===== src/rtl/prx_pkg.sv =====
package prx_pkg;
  typedef enum logic [1:0] {
    IRQ_RISE = 2'd0,
    IRQ_FALL = 2'd1,
    IRQ_HIGH = 2'd2,
    IRQ_LOW  = 2'd3
  } irq_mode_e;

  localparam int NUM_GROUPS = 7;
  localparam int GRP_W      = 3;
  localparam int OE_LSB     = 8;
  localparam int MODE_LSB   = 16;

  localparam logic [7:0] A_GRP  = 8'h00;
  localparam logic [7:0] A_CMD  = 8'h01;
  localparam logic [7:0] A_DIN  = 8'h04;
  localparam logic [7:0] A_IEN  = 8'h10;
  localparam logic [7:0] A_PEND = 8'h18;
  localparam logic [7:0] A_KEEP = 8'h20;
endpackage


===== src/rtl/prx_pad_group.sv =====
module prx_pad_group
  import prx_pkg::*;
#(
  parameter int NUM_PADS    = 8,
  parameter int NUM_PER_OUT = 8
) (
  input  logic [GRP_W-1:0]       grp,
  input  logic [NUM_PER_OUT-1:0] per_out,
  input  logic [NUM_PER_OUT-1:0] per_oe,
  input  logic [NUM_PADS-1:0]    gpio_out,
  input  logic [NUM_PADS-1:0]    gpio_oe,
  input  logic [NUM_PADS-1:0]    pad_in,
  output logic [NUM_PADS-1:0]    pad_out,
  output logic [NUM_PADS-1:0]    pad_oe,
  output logic [NUM_PADS-1:0]    gpio_in
);
  localparam int SLOTS = 1 << GRP_W;

  logic [NUM_PADS-1:0] out_g [SLOTS];
  logic [NUM_PADS-1:0] oe_g  [SLOTS];
  logic [NUM_PADS-1:0] in_g  [SLOTS];

  // One routing vector per group code; unused codes mirror the boot group.
  for (genvar g = 0; g < SLOTS; g++) begin : g_grp
    for (genvar p = 0; p < NUM_PADS; p++) begin : g_pad
      if (g == 0 || g >= NUM_GROUPS) begin : g_fixed
        assign out_g[g][p] = per_out[p % NUM_PER_OUT];
        assign oe_g[g][p]  = per_oe[p % NUM_PER_OUT];
        assign in_g[g][p]  = 1'b0;
      end else begin : g_rot
        assign out_g[g][p] = gpio_out[(p + g) % NUM_PADS];
        assign oe_g[g][p]  = gpio_oe[(p + g) % NUM_PADS];
        assign in_g[g][p]  = pad_in[(p + NUM_PADS - (g % NUM_PADS)) % NUM_PADS];
      end
    end
  end

  assign pad_out = out_g[grp];
  assign pad_oe  = oe_g[grp];
  assign gpio_in = in_g[grp];
endmodule


===== src/rtl/prx_crossbar.sv =====
module prx_crossbar #(
  parameter int NUM_GPIO    = 8,
  parameter int NUM_PER_OUT = 8,
  parameter int NUM_PER_IN  = 8,
  parameter int OSW         = 4,
  parameter int ISW         = 4
) (
  input  logic [OSW-1:0]         osel [NUM_GPIO],
  input  logic [OSW-1:0]         esel [NUM_GPIO],
  input  logic [ISW-1:0]         isel [NUM_PER_IN],
  input  logic [NUM_PER_OUT-1:0] per_out,
  input  logic [NUM_PER_OUT-1:0] per_oe,
  input  logic [NUM_GPIO-1:0]    gpio_in,
  output logic [NUM_GPIO-1:0]    gpio_out,
  output logic [NUM_GPIO-1:0]    gpio_oe,
  output logic [NUM_PER_IN-1:0]  per_in
);
  localparam int OSRC = 1 << OSW;
  localparam int ISRC = 1 << ISW;

  // Source vectors: code 0 -> 0, code 1 -> 1, code 2+k -> source k, above -> 0.
  logic [OSRC-1:0] out_src;
  logic [OSRC-1:0] oe_src;
  logic [ISRC-1:0] in_src;

  assign out_src = OSRC'({per_out, 2'b10});
  assign oe_src  = OSRC'({per_oe, 2'b10});
  assign in_src  = ISRC'({gpio_in, 2'b10});

  for (genvar n = 0; n < NUM_GPIO; n++) begin : g_line
    assign gpio_out[n] = out_src[osel[n]];
    assign gpio_oe[n]  = oe_src[esel[n]];
  end

  for (genvar k = 0; k < NUM_PER_IN; k++) begin : g_pin
    assign per_in[k] = in_src[isel[k]];
  end
endmodule


===== src/rtl/prx_irq.sv =====
module prx_irq
  import prx_pkg::*;
#(
  parameter int NUM_GPIO = 8
) (
  input  logic                clk,
  input  logic                rst_n,
  input  logic [NUM_GPIO-1:0] gpio_in,
  input  logic [1:0]          mode [NUM_GPIO],
  input  logic [NUM_GPIO-1:0] en,
  input  logic                clr_stb,
  input  logic [NUM_GPIO-1:0] clr_mask,
  output logic [NUM_GPIO-1:0] din,
  output logic [NUM_GPIO-1:0] pend,
  output logic                irq
);
  logic [NUM_GPIO-1:0] s1_q, s2_q, s3_q, pend_q;
  logic [NUM_GPIO-1:0] hit, pend_d;

  always_comb begin
    for (int n = 0; n < NUM_GPIO; n++) begin
      case (irq_mode_e'(mode[n]))
        IRQ_RISE: hit[n] = s2_q[n] & ~s3_q[n];
        IRQ_FALL: hit[n] = ~s2_q[n] & s3_q[n];
        IRQ_HIGH: hit[n] = s2_q[n];
        default:  hit[n] = ~s2_q[n];
      endcase
    end
    pend_d = (pend_q & ~(clr_stb ? clr_mask : '0)) | hit;
  end

  always_ff @(posedge clk or negedge rst_n) begin
    if (!rst_n) begin
      s1_q   <= '0;
      s2_q   <= '0;
      s3_q   <= '0;
      pend_q <= '0;
    end else begin
      s1_q   <= gpio_in;
      s2_q   <= s1_q;
      s3_q   <= s2_q;
      pend_q <= pend_d;
    end
  end

  assign din  = s2_q;
  assign pend = pend_q;
  assign irq  = |(pend_q & en);

  // no enabled line, no request
  assert_irq_masked_R10: assert property (@(posedge clk) disable iff (!rst_n)
    (en == '0) |-> !irq);

  for (genvar n = 0; n < NUM_GPIO; n++) begin : g_chk
    // a pending bit only drops through an explicit clear
    assert_pend_sticky_R9: assert property (@(posedge clk) disable iff (!rst_n)
      (pend_q[n] && !(clr_stb && clr_mask[n])) |=> pend_q[n]);
  end
endmodule


===== src/rtl/pinroute_xbar.sv =====
module pinroute_xbar
  import prx_pkg::*;
#(
  parameter int NUM_GPIO    = 8,
  parameter int NUM_PER_OUT = 8,
  parameter int NUM_PER_IN  = 8
) (
  input  logic                   clk,
  input  logic                   rst_n,
  input  logic                   bus_wr,
  input  logic [7:0]             bus_addr,
  input  logic [31:0]            bus_wdata,
  output logic [31:0]            bus_rdata,
  input  logic [NUM_GPIO-1:0]    pad_in,
  output logic [NUM_GPIO-1:0]    pad_out,
  output logic [NUM_GPIO-1:0]    pad_oe,
  input  logic [NUM_PER_OUT-1:0] per_out,
  input  logic [NUM_PER_OUT-1:0] per_oe,
  output logic [NUM_PER_IN-1:0]  per_in,
  output logic                   irq
);
  localparam int OSW = $clog2(NUM_PER_OUT + 2);
  localparam int ISW = $clog2(NUM_GPIO + 2);
  localparam int LW  = $clog2(NUM_GPIO);
  localparam int PW  = $clog2(NUM_PER_IN);

  // Asynchronous assertion, synchronous release
  logic [1:0] rst_sync_q;
  logic       rst_int_n;
  always_ff @(posedge clk or negedge rst_n) begin
    if (!rst_n) rst_sync_q <= 2'b00;
    else        rst_sync_q <= {rst_sync_q[0], 1'b1};
  end
  assign rst_int_n = rst_sync_q[1];

  logic [GRP_W-1:0]    grp_q, grp_d;
  logic [NUM_GPIO-1:0] keep_q, keep_d, ien_q, ien_d;
  logic [OSW-1:0]      osel_q [NUM_GPIO];
  logic [OSW-1:0]      osel_d [NUM_GPIO];
  logic [OSW-1:0]      esel_q [NUM_GPIO];
  logic [OSW-1:0]      esel_d [NUM_GPIO];
  logic [1:0]          mode_q [NUM_GPIO];
  logic [1:0]          mode_d [NUM_GPIO];
  logic [ISW-1:0]      isel_q [NUM_PER_IN];
  logic [ISW-1:0]      isel_d [NUM_PER_IN];

  logic                line_hit, pin_hit, clr_stb;
  logic [LW-1:0]       lidx;
  logic [PW-1:0]       pidx;
  logic [NUM_GPIO-1:0] clr_mask;
  logic [NUM_GPIO-1:0] gpio_out_w, gpio_oe_w, gpio_in_w, din_w, pend_w;

  assign line_hit = (bus_addr[7:6] == 2'b01) && (int'(bus_addr[5:0]) < NUM_GPIO);
  assign pin_hit  = bus_addr[7] && (int'(bus_addr[6:0]) < NUM_PER_IN);
  assign lidx     = bus_addr[LW-1:0];
  assign pidx     = bus_addr[PW-1:0];
  assign clr_stb  = bus_wr;

  // Next-state logic for the configuration registers
  always_comb begin
    grp_d  = grp_q;
    keep_d = keep_q;
    ien_d  = ien_q;
    osel_d = osel_q;
    esel_d = esel_q;
    mode_d = mode_q;
    isel_d = isel_q;
    for (int i = 0; i < NUM_GPIO; i++) begin
      clr_mask[i] = (bus_addr == A_PEND + 8'(i / 32)) && bus_wdata[i % 32];
    end
    if (bus_wr) begin
      if (bus_addr == A_GRP && bus_wdata < 32'(NUM_GROUPS)) begin
        grp_d = bus_wdata[GRP_W-1:0];
      end
      if (bus_addr == A_CMD && bus_wdata[0]) begin
        for (int n = 0; n < NUM_GPIO; n++) begin
          if (!keep_q[n]) esel_d[n] = '0;
        end
      end
      for (int i = 0; i < NUM_GPIO; i++) begin
        if (bus_addr == A_IEN + 8'(i / 32))  ien_d[i]  = bus_wdata[i % 32];
        if (bus_addr == A_KEEP + 8'(i / 32)) keep_d[i] = bus_wdata[i % 32];
      end
      if (line_hit) begin
        osel_d[lidx] = bus_wdata[OSW-1:0];
        esel_d[lidx] = bus_wdata[OE_LSB +: OSW];
        mode_d[lidx] = bus_wdata[MODE_LSB +: 2];
      end
      if (pin_hit) begin
        isel_d[pidx] = bus_wdata[ISW-1:0];
      end
    end
  end

  always_ff @(posedge clk or negedge rst_int_n) begin
    if (!rst_int_n) begin
      grp_q  <= '0;
      keep_q <= '0;
      ien_q  <= '0;
      for (int n = 0; n < NUM_GPIO; n++) begin
        osel_q[n] <= (n == 0) ? OSW'(2) : '0;
        esel_q[n] <= (n == 0) ? OSW'(2) : '0;
        mode_q[n] <= '0;
      end
      for (int k = 0; k < NUM_PER_IN; k++) begin
        isel_q[k] <= (k < 4) ? ISW'(k + 3) : '0;
      end
    end else begin
      grp_q  <= grp_d;
      keep_q <= keep_d;
      ien_q  <= ien_d;
      osel_q <= osel_d;
      esel_q <= esel_d;
      mode_q <= mode_d;
      isel_q <= isel_d;
    end
  end

  // Read mux
  always_comb begin
    bus_rdata = '0;
    if (bus_addr == A_GRP) bus_rdata = 32'(grp_q);
    for (int i = 0; i < NUM_GPIO; i++) begin
      if (bus_addr == A_DIN + 8'(i / 32))  bus_rdata[i % 32] = din_w[i];
      if (bus_addr == A_IEN + 8'(i / 32))  bus_rdata[i % 32] = ien_q[i];
      if (bus_addr == A_PEND + 8'(i / 32)) bus_rdata[i % 32] = pend_w[i];
      if (bus_addr == A_KEEP + 8'(i / 32)) bus_rdata[i % 32] = keep_q[i];
    end
    if (line_hit) begin
      bus_rdata[OSW-1:0]          = osel_q[lidx];
      bus_rdata[OE_LSB +: OSW]    = esel_q[lidx];
      bus_rdata[MODE_LSB +: 2]    = mode_q[lidx];
    end
    if (pin_hit) bus_rdata[ISW-1:0] = isel_q[pidx];
  end

  prx_pad_group #(.NUM_PADS(NUM_GPIO), .NUM_PER_OUT(NUM_PER_OUT)) u_pads (
    .grp(grp_q), .per_out(per_out), .per_oe(per_oe),
    .gpio_out(gpio_out_w), .gpio_oe(gpio_oe_w), .pad_in(pad_in),
    .pad_out(pad_out), .pad_oe(pad_oe), .gpio_in(gpio_in_w)
  );

  prx_crossbar #(.NUM_GPIO(NUM_GPIO), .NUM_PER_OUT(NUM_PER_OUT), .NUM_PER_IN(NUM_PER_IN),
                 .OSW(OSW), .ISW(ISW)) u_xbar (
    .osel(osel_q), .esel(esel_q), .isel(isel_q),
    .per_out(per_out), .per_oe(per_oe), .gpio_in(gpio_in_w),
    .gpio_out(gpio_out_w), .gpio_oe(gpio_oe_w), .per_in(per_in)
  );

  prx_irq #(.NUM_GPIO(NUM_GPIO)) u_irq (
    .clk(clk), .rst_n(rst_int_n), .gpio_in(gpio_in_w), .mode(mode_q),
    .en(ien_q), .clr_stb(clr_stb), .clr_mask(clr_mask),
    .din(din_w), .pend(pend_w), .irq(irq)
  );

  // stored group never leaves the legal range
  assert_grp_range_R1: assert property (@(posedge clk) disable iff (!rst_int_n)
    grp_q < GRP_W'(NUM_GROUPS));

  // an illegal group write is dropped
  assert_bad_grp_ignored_R1: assert property (@(posedge clk) disable iff (!rst_int_n)
    (bus_wr && bus_addr == A_GRP && bus_wdata >= 32'(NUM_GROUPS)) |=> $stable(grp_q));

  // the boot group isolates every GPIO line from the pads
  assert_grp0_isolated_R2: assert property (@(posedge clk) disable iff (!rst_int_n)
    (grp_q == '0) |-> (gpio_in_w == '0));

  for (genvar n = 0; n < NUM_GPIO; n++) begin : g_rr_chk
    // routing reset turns off unkept enables
    assert_route_reset_R11: assert property (@(posedge clk) disable iff (!rst_int_n)
      (bus_wr && bus_addr == A_CMD && bus_wdata[0] && !keep_q[n]) |=> (esel_q[n] == '0));
  end
endmodule


===== config.mk =====
export PLATFORM = sky130hd
export DESIGN_NAME = pinroute_xbar
export DESIGN_NICKNAME = d
export VERILOG_FILES = /design/src/rtl/prx_pkg.sv /design/src/rtl/prx_pad_group.sv /design/src/rtl/prx_crossbar.sv /design/src/rtl/prx_irq.sv /design/src/rtl/pinroute_xbar.sv
export SDC_FILE = /design/constraint.sdc
export NUM_CORES = 1
export LEC_CHECK = 0
export ABC_AREA = 1
export CAP_MARGIN = 20
export CORE_MARGIN = 5
export CORE_UTILIZATION = 46
export CTS_CLUSTER_DIAMETER = 80
export DETAILED_ROUTE_END_ITERATION = 16
export MAX_ROUTING_LAYER = met4
export PLACE_DENSITY = 0.64
export SYNTH_ARGS = -nofsm -noshare
export SYNTH_HDL_FRONTEND = slang
export SYNTH_SLANG_ARGS = --single-unit

===== constraint.sdc =====
create_clock -name clk -period 12.3 [get_ports clk]
set_input_delay 1.845 -clock clk [delete_from_list [all_inputs] [get_ports clk]]
set_output_delay 1.845 -clock clk [all_outputs]
set_load 0.05 [all_outputs]

Word-level counts from Yosys, hierarchy flattened. Cells that the tools add are included.

Flip-flop bits (word level): 165. Logic and storage cells: 292. Output and inout port bits: 57.

Bitwise logic cells: 38. Magnitude comparators: 30. Equal/unequal tests: 22. Muxes and demuxes: 134. Reductions and logical operators: 28.

Operator list (number): less-than comparator 4 x 5 -> 1 bit, second input constant (24); binary-select mux 1 bit (select 4 bit) (24); bitwise mux 32 bit (3); two-way mux 32 bit (3); binary-select mux 8 bit (select 3 bit) (3); two-way mux 4 bit (18); two-way mux 1 bit (56); two-way mux 8 bit (7); binary-select mux 4 bit (select 3 bit) (3); less-than comparator 32 x 3 -> 1 bit, second input constant (1); case mux 1 bit (3 select lines) (8); == test 2 x 1 -> 1 bit, second input constant (9); AND 1 bit (16); AND 8 bit (2); bitwise mux 16 bit (1); == test 2 bit, second input constant (8); == test 8 x 5 -> 1 bit, second input constant (2); logical NOT 2 bit (8); inverter 1 bit (16); logical AND 1 bit (13); demux 4 bit (select 3 bit) (1); AND reduction 2 bit (5); == test 8 x 1 -> 1 bit, second input constant (1); == test 8 x 3 -> 1 bit, second input constant (1); 14 further kinds (19).

Depth between registers and ports, before layout. Gate-level depths: netlist of the first run.

Word-level depth: 8. Gate-level depth with buffers: 15. Mapped depth without buffers: 13.

By module. Synthesis of the first run repeated with hierarchy kept, for this count alone.

Cells, all modules: 1827. Area total of the unflattened synthesis: 11524.8 µm².

Modules (own cells, without submodules): pinroute_xbar (area an instance 6730.2 µm², sequential area each 3339.5 µm², cells an instance 873, times used 1); prx_crossbar (area an instance 2284.7 µm², sequential area each 0.0 µm², cells an instance 528, times used 1); prx_irq (area an instance 1268.7 µm², sequential area each 800.8 µm², cells an instance 152, times used 1); prx_pad_group (area an instance 1241.2 µm², sequential area each 0.0 µm², cells an instance 274, times used 1).

Worst setup path after synthesis of the first run. No wires, ideal clock.

Path type: input-to-output. Start point: input bus_addr[1]. End point: output bus_rdata[16]. Arrival: 3.696 ns. Path slack: 6.759 ns. Cell stages on the path: 7. Path through: buf_6 clkinv_2 clkbuf_1 a21oi_1 o21ai_0 a31oi_1 nor3_1.

Cells in the longest elaborated chain, start to end: 5.

RTL lines: from (decl) (RTL line pinroute_xbar.sv:11) `input logic [7:0] bus_addr,`; inverter 3 -> 4 bit (implied by the code) (RTL line pinroute_xbar.sv:132) `bus_rdata[MODE_LSB +: 2] = mode_q[lidx];`; binary-select mux 2 bit (select 3 bit) (RTL line pinroute_xbar.sv:132); two-way mux 2 bit (implied by the code) (2 in series) (RTL line pinroute_xbar.sv:132); two-way mux 2 bit * (RTL line pinroute_xbar.sv:129) `if (line_hit) begin`; to (decl) (RTL line pinroute_xbar.sv:13) `output logic [31:0] bus_rdata,`.

Mark *: on every way between the ends. The rest lies on a longest branch, timed or not. The select of a mux whose other input is x is not followed.

Worst setup path in the final report of the first run.
Start point: input bus_addr[0]. End point: output bus_rdata[1].

Cells in the longest elaborated chain, start to end: 8.

RTL lines: logical NOT 8 bit (RTL line pinroute_xbar.sv:122) `if (bus_addr == A_GRP) bus_rdata = 32'(grp_q);`; two-way mux 3 bit (RTL line pinroute_xbar.sv:122); two-way mux 1 bit (RTL line pinroute_xbar.sv:124) `if (bus_addr == A_DIN + 8'(i / 32)) bus_rdata[i % 32] = din_w[i];`; two-way mux 1 bit (RTL line pinroute_xbar.sv:125) `if (bus_addr == A_IEN + 8'(i / 32)) bus_rdata[i % 32] = ien_q[i];`; two-way mux 1 bit (RTL line pinroute_xbar.sv:126) `if (bus_addr == A_PEND + 8'(i / 32)) bus_rdata[i % 32] = pend_w[i];`; two-way mux 1 bit (RTL line pinroute_xbar.sv:127) `if (bus_addr == A_KEEP + 8'(i / 32)) bus_rdata[i % 32] = keep_q[i];`; two-way mux 4 bit (RTL line pinroute_xbar.sv:129); two-way mux 4 bit * (RTL line pinroute_xbar.sv:134) `if (pin_hit) bus_rdata[ISW-1:0] = isel_q[pidx];`.

Marks and branches as above.

==> impl_metrics.env, run 1 <==
export IMPL_min_from="u_irq.s1_q[3]"
export IMPL_instances_no_fill=2044
export IMPL_cts_resized=0
export IMPL_intPower_uw=930
export IMPL_grt_pass1_wl_mm=62.5
export IMPL_p_leak_nw=5.81
export IMPL_cts_tree="built"
export IMPL_grt_max_degree=62
export IMPL_yosys_area_share_adder_pct=0
export IMPL_slew_viol_final=0
export IMPL_finClkSkew_ps=9.42
export IMPL_dp_slack_ps=5470
export IMPL_startpoint="bus_addr[0]"
export IMPL_holdBufCountCts=0
export IMPL_final_setup_viol_count=0
export IMPL_port_buffers=105
export IMPL_grt_total_usage_pct=30.5
export IMPL_maxCapViolCount=0
export IMPL_worstSetupEndpointType="primary output"
export IMPL_die_h_um=165
export IMPL_path_max_fanout=34
export IMPL_vias=11700
export IMPL_ys_types=44
export IMPL_antenna_found_initial=0
export IMPL_place_congestion=0.944
export IMPL_placed_cells=2012
export IMPL_drive_gt1_share_pct=5.10
export IMPL_period_needed_ps=6970
export IMPL_drtIter0Drc=1219
export IMPL_multi_input_area_mm2=0.00591
export IMPL_synth_common_cells="nand2_1 (521), nand3_1 (231), o21ai_0 (163)"
export IMPL_ys_seq_area_share_pct=37.2
export IMPL_numCtsBuffers=17
export IMPL_cts_sinks=165
export IMPL_synthArstFlopShare_pct=100
export IMPL_clk_insertion_delay_late_ps=440
export IMPL_seqPwrFrac_pct=43.4
export IMPL_regArea_mm2=0.00414
export IMPL_syn2layout_area_growth_pct=14.8
export IMPL_io_pins=124
export IMPL_grt_setup_unrepaired="no"
export IMPL_synth_xor_area_share_pct=0
export IMPL_fillerInstances=2387
export IMPL_crit_type="primary input to primary output"
export IMPL_wl_per_cell_um=19.6
export IMPL_fmax_ghz=0.143
export IMPL_yosysTopAreaCell="dfrtp_1"
export IMPL_firstDrtPassIters=7
export IMPL_ys_ff_latch=165
export IMPL_synth_edff_count=0
export IMPL_cts_max_path_buffers=2
export IMPL_path_clk_slew_ps=60
export IMPL_worst_pin_slew_ps=925
export IMPL_dp_hpwl_mm=29.2
export IMPL_ff2ff_path_depth=6
export IMPL_synth_simple_area_share_pct=35.9
export IMPL_crit_arrival_ps=5130
export IMPL_fp_row_count=56
export IMPL_synthMuxAreaShare_pct=0
export IMPL_switching_share_pct=33.8
export IMPL_r2r_start="grp_q[0]"
export IMPL_synth_area_top_cells="dfrtp_1 (35%), nand2_1 (18%), nand3_1 (10%)"
export IMPL_synth_top_flop_cell="dfrtp_1"
export IMPL_synth_compound_area_share_pct=16.6
export IMPL_comb_power_share_pct=18.7
export IMPL_powerDensity_mw_per_mm2=110
export IMPL_synth_cells=1661
export IMPL_slew_headroom_pct=38.2
export IMPL_tns_ps=0
export IMPL_peakVddDrop_v=0.0000932
export IMPL_grt_pass1_vias=10800
export IMPL_hp_class="flip-flop to flip-flop"
export IMPL_diodes=0
export IMPL_synth_top_family_by_area="simple AND/OR/NAND/NOR gates"
export IMPL_wirelength_mm=40.1
export IMPL_hold_path_endpoint="u_irq.din[3]"
export IMPL_cts_root_buf="clkbuf_16"
export IMPL_die_area_mm2=0.0274
export IMPL_syn_area_mm2=0.0111
export IMPL_synth_top_area_share_pct=35.1
export IMPL_start_kind="primary input"
export IMPL_rrSetupSlack_ps=9700
export IMPL_hold_viol_final=0
export IMPL_dieWidth_um=165
export IMPL_yosysMostFrequentCell="nand2_1"
export IMPL_r2r_end="u_irq.s1_q[7]"
export IMPL_drc=0
export IMPL_nets=1779
export IMPL_start_util_pct=47.1
export IMPL_htreeDepth=4
export IMPL_final_antenna_net_count=0
export IMPL_yosysWarnings=0
export IMPL_core_mm2=0.0236
export IMPL_avgViaCountPerCell=5.73
export IMPL_period_share_pct=56.7
export IMPL_fin_ws_ps=5330
export IMPL_overflow=0
export IMPL_p_switching_uw=474
export IMPL_synth_avg_cell_area_um2=6.69
export IMPL_holdPathStages=0
export IMPL_post_cts_buffers=0
export IMPL_status="finished clean"
export IMPL_p_clk_share_pct=37.8
export IMPL_cp_required_ps=10450
[stage by stage]
step	power [mW]	util [%]	area, um^2	hold WS (ps)
final	1.40	54.1	12800	351
after global routing	1.47	54.1	12800	362
after CTS	1.41	54.1	12800	352
after detailed placement	0.878	51.6	12200	335
after global placement	0.876	51.6	12200	332
after floorplan	0.789	-	11200	331
[worst max-delay path by stage]
stage	to	slack [ps]	cells after the start
after global placement	bus_rdata[2]	5530	9
final	bus_rdata[1]	5330	9
after CTS	bus_rdata[1]	5430	9
after detailed placement	bus_rdata[1]	5470	9
after global routing	bus_rdata[1]	5170	9
after floorplan	bus_rdata[16]	6760	7
[kinds of logic (layout without fill, tap and decap cells)]
kind of cell	count (synthesis)	after routing
simple gates	899	899
compound gates	337	337
buf+inv	258	305
flops	165	165
other cells	2	19
[power groups by stage]
stage | Clock (mW) | Sequential, mW | Combinational [mW]
after floorplan | 0 | 0.610 | 0.180
after CTS | 0.538 | 0.608 | 0.261
after global placement | 0 | 0.619 | 0.257
after detailed placement | 0 | 0.619 | 0.260
after global routing | 0.562 | 0.614 | 0.292
final | 0.531 | 0.610 | 0.263
[cell usage in the layout (no fill, tap or decap), types with 8 or more instances in the layout]
cell and count:
nand2_1 521, nand3_1 231, o21ai_0 163, dfrtp_1 155, inv_1 150, clkdlybuf4s50_1 105, a21oi_1 82, nor2_1 60
nand4_1 38, o22ai_1 31, o211ai_1 19, conb_1 19, clkbuf_16 17, o21ai_1 14, a31oi_1 13, nor3_1 9
dfstp_2 9, buf_4 9, nor4_1 8
[flip-flops by register name, indices dropped and copies added, names as in the netlist]
register / count
u_irq.s3_q: 8
mode_q: 16
osel_q: 32
u_irq.s1_q: 8
grp_q: 3
esel_q: 32
u_irq.pend: 8
u_irq.din: 8
isel_q: 32
ien_q: 8
rst_sync_q: 2
keep_q: 8
[metal layers]
metal	track usage, %	vias up	wire length [um]
li1	-	5655	-
met1	43.2	5452	18200
met2	45.6	532	17900
met3	3.67	65	2890
met4	10.2	0	1120
met5	-	-	0
[worst max-delay path: stages]
cell and delay (ps):
clkdlybuf4s50_1 450, buf_4 350, inv_4 240, nor2_2 760, nand2_1 140, o2111ai_1 150, nand3_1 160, nand4_1 180
clkdlybuf4s50_1 830
[area by class of cell]
class | instances | area share [%]
Inverter | 159 | 4.71
Sequential cell | 165 | 32.5
Clock inverter | 15 | 1.31
Multi-Input combinational cell | 1255 | 46.3
Clock buffer | 17 | 3.33
Timing Repair Buffer | 114 | 8.76
Tap cell | 319 | 3.13
Power figures use the tool's default switching activity.
==> run 2: changes to the inputs <==
==> constraint.sdc (replaced) <==
create_clock -name clk -period 6.6 [get_ports clk]
set_input_delay 0.99 -clock clk [delete_from_list [all_inputs] [get_ports clk]]
set_output_delay 0.99 -clock clk [all_outputs]
set_load 0.05 [all_outputs]
==> impl_metrics.env, run 2 (same netlist as run 1, synthesis figures left out) <==
export IMPL_status="finished clean"
export IMPL_peakVddDrop_v=0.000175
export IMPL_period_share_pct=78.7
export IMPL_drive_gt1_share_pct=5.16
export IMPL_powerDensity_mw_per_mm2=206
export IMPL_grt_setup_unrepaired="no"
export IMPL_crit_type="primary input to primary output"
export IMPL_path_cells="clkdlybuf4s50_1 -> inv_4 -> nor2_2 -> nand2_1 -> o2111ai_1 -> nand3_1 -> nand4_1 -> clkdlybuf4s50_1"
export IMPL_path_clk_slew_ps=70
export IMPL_min_from="u_irq.s1_q[1]"
export IMPL_dr_wl_met2_mm=18.0
export IMPL_p_leak_nw=5.82
export IMPL_hold_viol_final=0
export IMPL_grt_pass1_vias=10600
export IMPL_cts_max_path_buffers=2
export IMPL_fmax_ghz=0.193
export IMPL_drtIter0Drc=1298
export IMPL_cp_top_family="buffers and inverters"
export IMPL_period_needed_ps=5190
export IMPL_start_util_pct=47.1
export IMPL_met3_wirelength_mm=2.86
export IMPL_cp_common_cell="clkdlybuf4s50_1"
export IMPL_htreeDepth=4
export IMPL_diodes=0
export IMPL_rrSetupSlack_ps=3840
export IMPL_dp_hpwl_mm=29.5
export IMPL_grt_total_usage_pct=30.2
export IMPL_grt_pass1_wl_mm=61.5
export IMPL_r2r_start="grp_q[0]"
export IMPL_maxCapViolCount=0
export IMPL_tns_ps=0
export IMPL_drc=0
export IMPL_die_h_um=165
export IMPL_path_max_fanout=34
export IMPL_hold_path_endpoint="u_irq.din[1]"
export IMPL_instances_no_fill=2045
export IMPL_path_buf_inv=3
export IMPL_dr_max_layer_used="met4"
export IMPL_final_antenna_net_count=0
export IMPL_hp_class="flip-flop to flip-flop"
export IMPL_io_pins=124
export IMPL_numCtsBuffers=17
export IMPL_worstSetupEndpointType="primary output"
export IMPL_wl_met1_mm=18.0
export IMPL_top_regs="esel_q: 32 flops, isel_q: 32 flops, osel_q: 32 flops"
export IMPL_cts_sinks=165
export IMPL_start_kind="primary input"
export IMPL_die_area_mm2=0.0274
export IMPL_vias=11800
export IMPL_placed_cells=2013
export IMPL_crit_arrival_ps=4200
export IMPL_holdBufCountCts=0
export IMPL_fillerInstances=2347
export IMPL_crit_slowest_cell="clkdlybuf4s50_1"
export IMPL_final_setup_viol_count=0
export IMPL_cts_tree="built"
export IMPL_ff2ff_path_depth=5
export IMPL_regArea_mm2=0.00414
export IMPL_worst_pin_slew_ps=991
export IMPL_place_congestion=0.931
export IMPL_cp_required_ps=5610
export IMPL_syn2layout_area_growth_pct=14.9
export IMPL_nets=1780
export IMPL_firstDrtPassIters=6
export IMPL_r2r_end="u_irq.s1_q[7]"
export IMPL_power_mw=2.63
export IMPL_avgViaCountPerCell=5.75
export IMPL_port_buffers=105
export IMPL_holdPathStages=0
export IMPL_wirelength_mm=40.1
export IMPL_post_cts_buffers=0
export IMPL_fp_row_count=56
export IMPL_hold_ws_ps=352
export IMPL_overflow=0
export IMPL_multi_input_area_mm2=0.00591
export IMPL_finClkSkew_ps=12.0
export IMPL_cts_root_buf="clkbuf_16"
export IMPL_slew_headroom_pct=33.7
export IMPL_clk_insertion_delay_late_ps=430
export IMPL_core_mm2=0.0236
export IMPL_slew_viol_final=0
export IMPL_wl_per_cell_um=19.6
export IMPL_final_cell_mix="nand2_1 (521), nand3_1 (231), o21ai_0 (163), dfrtp_1 (155), inv_1 (150)"
export IMPL_layout_commonest_cell="nand2_1"
export IMPL_critPathMaxStageDelay_ps=840
export IMPL_grt_max_degree=68
export IMPL_antenna_found_initial=0
export IMPL_dieWidth_um=165
export IMPL_cts_resized=0
==> run 2: per-layer routing <==
layer | vias to the layer above | GRT usage (%)
li1 | 5660 | -
met1 | 5483 | 42.4
met2 | 543 | 45.9
met3 | 82 | 3.33
met4 | 0 | 9.90
met5 | - | -
==> run 2: area by class of cell <==
| cell class | instances | area share, % |
|---|---|---|
| Multi-Input combinational cell | 1255 | 46.2 |
| Sequential cell | 165 | 32.4 |
| Clock inverter | 14 | 1.25 |
| Timing Repair Buffer | 115 | 8.81 |
| Clock buffer | 18 | 3.44 |
| Tap cell | 319 | 3.12 |
| Inverter | 159 | 4.71 |
==> run 2: how the worst max path moves through the flow <==
stage	start	cells past startpoint	end	slack, ps
6_report	bus_addr[0]	8	bus_rdata[1]	1410
5_1_grt	bus_addr[0]	8	bus_rdata[1]	1250
4_1_cts	bus_addr[0]	8	bus_rdata[1]	1460
3_5_place_dp	bus_addr[0]	8	bus_rdata[1]	1470
3_3_place_gp	bus_addr[0]	8	bus_rdata[3]	1550
2_1_floorplan	rst_sync_q[1]	0	esel_q[0]	1680
==> run 2: where the power goes <==
group / switching (mW) / total [mW] / leakage [nW] / internal (mW)
clock: 0.485 / 1.01 / 0.286 / 0.520
combinational: 0.328 / 0.488 / 3.45 / 0.160
sequential: 0.0717 / 1.14 / 2.08 / 1.07
==> run 2: stage by stage <==
| stage | instance area [um^2] | utilization [%] | setup WS, ps |
|---|---|---|---|
| 5_1_grt | 12800 | 54.1 | 1250 |
| 6_report | 12800 | 54.1 | 1410 |
| 3_3_place_gp | 12200 | 51.6 | 1550 |
| 3_5_place_dp | 12200 | 51.6 | 1470 |
| 2_1_floorplan | 11200 | - | 1680 |
| 4_1_cts | 12800 | 54.1 | 1460 |
==> run 3: changes to the inputs <==
--- a/config.mk
+++ b/config.mk
@@ -12,7 +12,7 @@
 export CTS_CLUSTER_DIAMETER = 80
 export DETAILED_ROUTE_END_ITERATION = 16
 export MAX_ROUTING_LAYER = met4
-export PLACE_DENSITY = 0.64
+export PLACE_DENSITY = 0.67
 export SYNTH_ARGS = -nofsm -noshare
 export SYNTH_HDL_FRONTEND = slang
 export SYNTH_SLANG_ARGS = --single-unit
==> constraint.sdc (replaced) <==
create_clock -name clk -period 4.46 [get_ports clk]
set_input_delay 0.669 -clock clk [delete_from_list [all_inputs] [get_ports clk]]
set_output_delay 0.669 -clock clk [all_outputs]
set_load 0.05 [all_outputs]
==> impl_metrics.env, run 3 (same netlist as run 1, synthesis figures left out) <==
export IMPL_dp_slack_ps=623
export IMPL_hold_viol_final=0
export IMPL_final_antenna_net_count=0
export IMPL_holdBufCountCts=0
export IMPL_dp_hpwl_mm=27.9
export IMPL_grt_total_usage_pct=29.2
export IMPL_diodes=0
export IMPL_dieWidth_um=165
export IMPL_period_needed_ps=3970
export IMPL_path_buf_inv=3
export IMPL_drc=0
export IMPL_nets=1788
export IMPL_crit_arrival_ps=3300
export IMPL_vias=11900
export IMPL_path_clk_slew_ps=70
export IMPL_finClkSkew_ps=13.7
export IMPL_peakVddDrop_v=0.000294
export IMPL_overflow=0
export IMPL_slew_headroom_pct=38.6
export IMPL_worstSetupEndpointType="primary output"
export IMPL_final_cell_mix="nand2_1 (521), nand3_1 (231), o21ai_0 (163), dfrtp_1 (155), inv_1 (150)"
export IMPL_grt_pass1_wl_mm=60.8
export IMPL_maxCapViolCount=0
export IMPL_final_setup_viol_count=0
export IMPL_period_share_pct=89.1
export IMPL_grt_pass1_vias=11100
export IMPL_cts_sinks=165
export IMPL_cp_common_cell="nand2_1"
export IMPL_htreeDepth=4
export IMPL_post_cts_buffers=0
export IMPL_crit_type="flip-flop to primary output"
export IMPL_syn2layout_area_growth_pct=16.7
export IMPL_path_max_fanout=15
export IMPL_crit_slowest_cell="dfrtp_1"
export IMPL_place_congestion=0.966
export IMPL_cts_root_buf="clkbuf_16"
export IMPL_slew_viol_final=0
export IMPL_tns_ps=0
export IMPL_cts_tree="built"
export IMPL_cts_max_path_buffers=2
export IMPL_antenna_found_initial=0
export IMPL_hold_ws_ps=349
export IMPL_drtIter0Drc=1468
export IMPL_cp_top_family="simple AND/OR/NAND/NOR gates"
export IMPL_start_kind="flip-flop"
export IMPL_status="finished clean"
export IMPL_grt_max_degree=94
export IMPL_fin_ws_ps=487
export IMPL_cts_resized=0
export IMPL_core_mm2=0.0236
export IMPL_start_util_pct=47.1
export IMPL_powerDensity_mw_per_mm2=303
export IMPL_path_cells="inv_2 -> nand2_1 -> nand2_1 -> o21ai_0 -> nand2_1 -> inv_1 -> nand2_1 -> nand3_1 -> nand2_1 -> nand2_1 -> nand2_1 -> buf_4"
export IMPL_grt_setup_unrepaired="no"
export IMPL_firstDrtPassIters=6
export IMPL_p_leak_nw=5.95
export IMPL_wirelength_mm=38.8
export IMPL_clk_insertion_delay_late_ps=440
export IMPL_cp_required_ps=3790
export IMPL_hp_class="flip-flop to flip-flop"
export IMPL_io_pins=124
export IMPL_avgViaCountPerCell=5.79
export IMPL_critPathMaxStageDelay_ps=740
export IMPL_fillerInstances=2334
export IMPL_top_regs="esel_q: 32 flops, isel_q: 32 flops, osel_q: 32 flops"
export IMPL_die_area_mm2=0.0274
export IMPL_die_h_um=165
export IMPL_port_buffers=105
export IMPL_numCtsBuffers=17
export IMPL_layout_commonest_cell="nand2_1"
export IMPL_utilization_pct=55.0
export IMPL_fmax_ghz=0.252
export IMPL_fp_row_count=56
export IMPL_worst_pin_slew_ps=921
export IMPL_wl_per_cell_um=18.9
export IMPL_drive_gt1_share_pct=6.86
## run 3: cell types whose count changed in the layout (fill, tap and decap cells not counted)
cell,change
clkinv_2,+1
inv_8,-1
bufinv_16,+1
buf_12,+15
clkinv_4,-1
buf_4,+15
clkinvlp_4,-1
inv_12,-1
inv_6,+3
clkdlybuf4s50_1,-22
clkbuf_8,-1
## run 3: metal layers
layer / global-route usage, % / vias up / part of all wire (%)
li1: - / 5664 / -
met1: 40.5 / 5521 / 44
met2: 43.8 / 611 / 44
met3: 4.64 / 97 / 8.6
met4: 10.3 / 0 / 3.5
met5: - / - / 0
## run 3: stage by stage
step                cell area [um^2]  std cells  power, mW
floorplan                      11200       1678       2.18
global placement               12400       2021       2.42
detailed placement             12400       2021       2.44
CTS                            13000       2053       3.93
global route                   13000       2053       4.10
finish                         13000       2053       3.93
## run 3: final cells by class
| class | count | area (um^2) | share of cell area, % |
|---|---|---|---|
| flip-flops and latches | 165 | 4140 | 31.9 |
| multi-input cells | 1255 | 5910 | 45.5 |
| inverters | 159 | 602 | 4.64 |
| repair buffers | 123 | 1320 | 10.2 |
| well taps | 319 | 399 | 3.08 |
| clock buffers | 17 | 425 | 3.28 |
| clock inverters | 15 | 178 | 1.37 |
## run 3: where the power goes
group	internal, mW	switching, mW	total, mW	leakage, nW
Combinational	0.251	0.489	0.740	3.58
Clock	0.803	0.705	1.51	0.293
Sequential	1.58	0.106	1.69	2.08
## run 3: path summary, 6_finish.rpt
check	startpoint	end	slack (ps)	cells after the start
max	grp_q[0]	per_in[3]	490	12
min	u_irq.s1_q[4]	u_irq.din[4]	350	0
max reg2reg	grp_q[0]	u_irq.s1_q[7]	2060	5
min reg2reg	u_irq.s1_q[4]	u_irq.din[4]	350	0
max in group asynchronous	rst_sync_q[1]	esel_q[29]	2950	1
min in group asynchronous	rst_n	rst_sync_q[1]	380	1
